**config.mk**
```make
export PLATFORM = sky130hd
export DESIGN_NAME = irq_vector_ctrl
export DESIGN_NICKNAME = d
export VERILOG_FILES = /design/src/rtl/irqc_pkg.sv /design/src/rtl/irqc_flag_bank.sv /design/src/rtl/irqc_prio_pick.sv /design/src/rtl/irqc_gie_ctrl.sv /design/src/rtl/irq_vector_ctrl.sv
export SDC_FILE = /design/constraint.sdc
export NUM_CORES = 1
export LEC_CHECK = 0
export CAP_MARGIN = 20
export CORE_MARGIN = 5
export CORE_UTILIZATION = 34
export DETAILED_ROUTE_END_ITERATION = 10
export GPL_TIMING_DRIVEN = 1
export PLACE_DENSITY = 0.74
export REMOVE_ABC_BUFFERS = 1
export SETUP_SLACK_MARGIN = 0.02
export SLEW_MARGIN = 20
export SYNTH_ARGS = -nofsm -noshare
export SYNTH_HDL_FRONTEND = slang
export SYNTH_SLANG_ARGS = --single-unit
export TNS_END_PERCENT = 1
```
**constraint.sdc**
```tcl
create_clock -name clk -period 1.3 [get_ports clk]
set_input_delay 0.195 -clock clk [delete_from_list [all_inputs] [get_ports clk]]
set_output_delay 0.195 -clock clk [all_outputs]
set_load 0.01 [all_outputs]
```
**src/rtl/irqc_pkg.sv**
```systemverilog
package irqc_pkg;

  typedef enum logic [1:0] {
    WR_ENABLE  = 2'd0,
    WR_FLAGCLR = 2'd1,
    WR_GIE     = 2'd2,
    WR_NONE    = 2'd3
  } wr_sel_e;

  // Vector address of source idx; slot 0 of the table belongs to reset.
  function automatic int vector_of(input int base, input int step, input int idx);
    return base + (idx + 1) * step;
  endfunction

endpackage

```
**src/rtl/irqc_flag_bank.sv**
```systemverilog
module irqc_flag_bank #(
  parameter int N = 8
) (
  input  logic         clk,
  input  logic         rst_n,
  input  logic [N-1:0] evt_i,
  input  logic [N-1:0] clr_sw_i,
  input  logic [N-1:0] clr_hw_i,
  output logic [N-1:0] flags_o
);
  logic [N-1:0] flags_q;
  logic [N-1:0] kill_w;

  assign kill_w  = clr_sw_i | clr_hw_i;
  assign flags_o = flags_q;

  // a new event takes precedence over any clear in the same cycle
  always_ff @(posedge clk or negedge rst_n) begin
    if (!rst_n) flags_q <= '0;
    else        flags_q <= (flags_q & ~kill_w) | evt_i;
  end

  assert_event_sets_R9: assert property (@(posedge clk) disable iff (!rst_n)
    (|evt_i) |=> ((flags_o & $past(evt_i)) == $past(evt_i)));

  assert_sw_clear_R8: assert property (@(posedge clk) disable iff (!rst_n)
    (|(clr_sw_i & ~evt_i)) |=> ((flags_o & $past(clr_sw_i & ~evt_i)) == '0));
endmodule

```
**src/rtl/irqc_prio_pick.sv**
```systemverilog
module irqc_prio_pick #(
  parameter int N     = 8,
  parameter int IDX_W = $clog2(N)
) (
  input  logic             clk,
  input  logic             rst_n,
  input  logic [N-1:0]     pending_i,
  output logic             any_o,
  output logic [IDX_W-1:0] idx_o,
  output logic [N-1:0]     onehot_o
);
  logic [N:0] blocked_w;
  assign blocked_w[0] = 1'b0;

  for (genvar g = 0; g < N; g++) begin : g_chain
    assign onehot_o[g]    = pending_i[g] & ~blocked_w[g];
    assign blocked_w[g+1] = blocked_w[g] | pending_i[g];
  end

  assign any_o = blocked_w[N];

  always_comb begin
    idx_o = '0;
    for (int i = 0; i < N; i++)
      if (onehot_o[i]) idx_o = idx_o | IDX_W'(i);
  end

  assert_single_winner_R3: assert property (@(posedge clk) disable iff (!rst_n)
    $onehot0(onehot_o) && (any_o == (pending_i != '0)));
endmodule

```
**src/rtl/irqc_gie_ctrl.sv**
```systemverilog
module irqc_gie_ctrl (
  input  logic clk,
  input  logic rst_n,
  input  logic take_i,
  input  logic wr_i,
  input  logic wr_val_i,
  input  logic reti_i,
  output logic gie_o
);
  logic gie_q;
  assign gie_o = gie_q;

  // precedence: vector taken, then software write, then return strobe
  always_ff @(posedge clk or negedge rst_n) begin
    if (!rst_n)      gie_q <= 1'b0;
    else if (take_i) gie_q <= 1'b0;
    else if (wr_i)   gie_q <= wr_val_i;
    else if (reti_i) gie_q <= 1'b1;
  end

  assert_entry_masks_R5: assert property (@(posedge clk) disable iff (!rst_n)
    take_i |=> !gie_o);

  assert_return_unmasks_R6: assert property (@(posedge clk) disable iff (!rst_n)
    (reti_i && !take_i && !wr_i) |=> gie_o);
endmodule

```
**src/rtl/irq_vector_ctrl.sv**
```systemverilog
module irq_vector_ctrl #(
  parameter int N_SRC    = 8,
  parameter int ADDR_W   = 12,
  parameter int VEC_BASE = 0,
  parameter int VEC_STEP = 1
) (
  input  logic              clk,
  input  logic              rst_n,
  input  logic [N_SRC-1:0]  evt_i,
  input  logic              wr_en_i,
  input  logic [1:0]        wr_sel_i,
  input  logic [N_SRC-1:0]  wr_data_i,
  input  logic              irq_ack_i,
  input  logic              reti_i,
  output logic              irq_req_o,
  output logic [ADDR_W-1:0] irq_vec_o,
  output logic [N_SRC-1:0]  flags_o,
  output logic [N_SRC-1:0]  enables_o,
  output logic              gie_o
);
  import irqc_pkg::*;

  localparam int IDX_W = (N_SRC > 1) ? $clog2(N_SRC) : 1;

  wr_sel_e            sel_w;
  logic [N_SRC-1:0]   en_q;
  logic [N_SRC-1:0]   pending_w;
  logic [N_SRC-1:0]   win_onehot_w;
  logic [N_SRC-1:0]   clr_sw_w;
  logic [N_SRC-1:0]   clr_hw_w;
  logic [IDX_W-1:0]   win_idx_w;
  logic               any_w;
  logic               take_w;
  logic               wr_gie_w;

  assign sel_w     = wr_sel_e'(wr_sel_i);
  assign pending_w = flags_o & en_q;
  assign irq_req_o = gie_o & any_w;
  assign take_w    = irq_req_o & irq_ack_i;
  assign clr_hw_w  = take_w ? win_onehot_w : '0;
  assign clr_sw_w  = (wr_en_i && sel_w == WR_FLAGCLR) ? wr_data_i : '0;
  assign wr_gie_w  = wr_en_i && sel_w == WR_GIE;
  assign irq_vec_o = ADDR_W'(vector_of(VEC_BASE, VEC_STEP, int'(win_idx_w)));
  assign enables_o = en_q;

  always_ff @(posedge clk or negedge rst_n) begin
    if (!rst_n)                           en_q <= '0;
    else if (wr_en_i && sel_w == WR_ENABLE) en_q <= wr_data_i;
  end

  irqc_flag_bank #(.N(N_SRC)) u_flags (
    .clk(clk), .rst_n(rst_n), .evt_i(evt_i),
    .clr_sw_i(clr_sw_w), .clr_hw_i(clr_hw_w), .flags_o(flags_o)
  );

  irqc_prio_pick #(.N(N_SRC), .IDX_W(IDX_W)) u_pick (
    .clk(clk), .rst_n(rst_n), .pending_i(pending_w),
    .any_o(any_w), .idx_o(win_idx_w), .onehot_o(win_onehot_w)
  );

  irqc_gie_ctrl u_gie (
    .clk(clk), .rst_n(rst_n), .take_i(take_w), .wr_i(wr_gie_w),
    .wr_val_i(wr_data_i[0]), .reti_i(reti_i), .gie_o(gie_o)
  );

  assert_take_clears_flag_R5: assert property (@(posedge clk) disable iff (!rst_n)
    (take_w && !evt_i[win_idx_w]) |=> !flags_o[$past(win_idx_w)]);

  assert_enable_load_R10: assert property (@(posedge clk) disable iff (!rst_n)
    (wr_en_i && wr_sel_i == 2'd0) |=> (enables_o == $past(wr_data_i)));

  assert_req_has_source_R3: assert property (@(posedge clk) disable iff (!rst_n)
    irq_req_o |-> ((flags_o & enables_o) != '0) && gie_o);
endmodule

```
==> impl_metrics.yaml <==
status:
  run_status: "finished, violations left"
  failed_checks: "setup timing"
detailed_routing:
  routed-via-count: 1036
  vias_per_cell: 5.029
  drt-pass1-iter-count: 4
  post-route-drc-count: 0
  drt_iter0_drc: 7
  wl_mm: 3.356
  wl_per_cell_um: 16.29
  drtAntennaViolNets: 0
timing:
  period_needed_ps: 2005
  fin_skew_ps: 2.563
  setup_ws_ps: -705.2
  final-setup-viol-count: 11
  rsz0062_at_grt: "true"
  hold_slack_ps: 201.4
  maxSlewViolCount: 0
  finalCritPeriodShare: 1.542
  final-hold-violation-count: 0
  fmax_ghz: 0.4987
cts:
  cts_buffers: 3
  clock_latency_ps: 300
  cts_sinks: 17
  clock_path_buffers: 2
  clk_pin_slew_ps: 100
  htree_levels: 1
  clockRootBuffer: "clkbuf_4"
  ctsHoldBuffers: 0
  cts_tree: "built"
placement:
  pre_cts_ws_ps: -787.2
  placed_cells: 196
  placed_cell_area_mm2: 0.001639
  place_hpwl_mm: 2.482
  io_buffers: 44
  gp_congestion: 0.8194
synth:
  synth_warnings: 0
  postSynthCellCount: 94
  ys_seq_area_frac: 0.4342
  synth_edf_count: 0
  synth_common_cells: "dfrtp_1, nand2_1, buf_4, mux2_2"
  async_reset_ff_frac: 1.000
  synth-seq-cells: 17
  ys.flop_type: "dfrtp_1"
  synth_cell_types: 29
  syn_avg_cell_area_um2: 10.42
  synthTopCellsByArea: "dfrtp_1, mux2_2, nand2_1"
  synth_top_area_cell: "dfrtp_1"
  synthesis.area_um2: 979.7
  synth_top_area_frac: 0.4342
critical_path:
  worstPathBufferInverterCount: 2
  critPathSlowestCell: "dfrtp_1"
  rrSetupSlack_ps: -230
  cp-endpoint: "irq_vec_o[2]"
  critical_path.top_delay_family: "flip-flops"
  cp_cell_sequence: "buf_6, nand2_4, nand3_4, a32oi_2, ha_2, xor2_2, buf_2"
  crit_start: "u_flags.flags_o[2]$_DFF_PN0_"
  r2r_start: "enables_o[0]$_DFFE_PN0P_"
  start_kind: "flip-flop"
  end_kind: "output pin"
  cp.depth: 7
  rr_endpoint: "u_flags.flags_o[6]$_DFF_PN0_"
  crit_fanout: 3
  slowest_delay_ps: 420
  crit_arrival_ps: 1810
  required_ps: 1110
  ff2ff_path_depth: 5
  crit_type: "reg2out"
flow_run:
  maxCapViolCount: 0
layout:
  drive_above_1_share: 0.5600
  design_area_mm2: 0.001774
  instances_no_fill: 206
  diodes: 0
  nFillCells: 239
  area_delta_synth_final_pct: 81.10
  finish.net_count: 200
  multi_input_area_um2: 611.8
  seqCellArea_um2: 425.4
die:
  die_h_um: 63.68
  num_rows: 19
  core_mm2: 0.002758
  initial_core_util: 0.3553
  die_w_um: 63.68
  io_pins: 53
  dieArea_mm2: 0.004055
grt:
  grtUsageTotal: 0.1638
  antenna_found_initial: 0
  use_met1: 0.1971
  grt_first_pass_wirelength_mm: 5.271
  grtUsageMet2: 0.2792
  grt_max_degree: 18
  grt_util_met3: 0.04973
  gr-total-overflow: 0
  busiest_layer: "met2"
  grt_pass1_vias: 1120
power_and_ir_drop:
  powerDensity_mw_per_mm2: 1180
  max-vdd-ir-drop_mv: 1.055
  leakage_nw: 0.7794
  total_power_mw: 2.093
min_path:
  worstHoldPathType: "in2async"
[per-layer routing]
metal	up-vias	share of wire
li1	495	-
met1	496	0.41
met2	42	0.51
met3	3	0.071
met4	0	0.0092
met5	-	0
[sequential cells by signal, indices dropped and copies added, names as in the netlist]
register	flops
u_gie.gie_o	1
u_flags.flags_o	8
enables_o	8
[cells by family (layout without fill, tap and decap cells)]
| group | Yosys count | in the layout | share of synthesized area |
|---|---|---|---|
| xor+xnor | 1 | 1 | 0.008942 |
| compound gates | 21 | 21 | 0.1711 |
| simple gates | 36 | 36 | 0.2120 |
| fa+ha+maj | 1 | 1 | 0.01277 |
| buf+inv | 9 | 83 | 0.06513 |
| other cells | 1 | 8 | 0.003828 |
| flops | 17 | 17 | 0.4342 |
| mux | 8 | 8 | 0.09196 |
[placed cells by master, fill, tap and decap left out, drive strengths merged, types with 3 or more instances in the layout]
cell type,instances
buf,53
clkdlybuf4s50,22
dfrtp,17
nand2,17
mux2,8
conb,8
clkbuf,7
a31o,6
nand3,6
a21oi,5
nor2,3
nor3b,3
[worst min path at each step]
stage,from,to,slack (ps),cells after the start
after CTS,rst_n,enables_o[4]$_DFFE_PN0P_,210,2
after global routing,rst_n,enables_o[4]$_DFFE_PN0P_,220,2
final,rst_n,enables_o[4]$_DFFE_PN0P_,200,2
after detailed placement,u_gie.gie_o$_DFFE_PN0P_,u_gie.gie_o$_DFFE_PN0P_,530,1
after floorplan,rst_n,enables_o[0]$_DFFE_PN0P_,-100,0
after global placement,u_gie.gie_o$_DFFE_PN0P_,u_gie.gie_o$_DFFE_PN0P_,510,1
[power by group]
part | switching, mW | internal [mW]
clock | 0.177 | 0.120
combinational | 0.495 | 0.625
sequential | 0.0724 | 0.603
total | 0.745 | 1.35
[stage by stage]
| stage | TNS (ps) | util |
|---|---|---|
| finish | -3886 | 0.6434 |
| global route | -4607 | 0.6434 |
| CTS | -3560 | 0.6366 |
| detailed placement | -6931 | 0.5944 |
| global placement | -6301 | 0.5944 |
| floorplan | -1199 | - |
[final cells by class]
cell class                 count  share of cell area
timing repair buffer          79              0.3787
multi-input combinational     75              0.3449
sequential                    17              0.2398
tap                           31             0.02186
clock buffer                   4             0.01481
[repair_timing]
action,4_1_cts,5_1_grt
setup endpoints to repair,29,30
pin swaps,14,11
buffers inserted,5,1
gates resized for setup,92,27
Power figures use the tool's default switching activity.
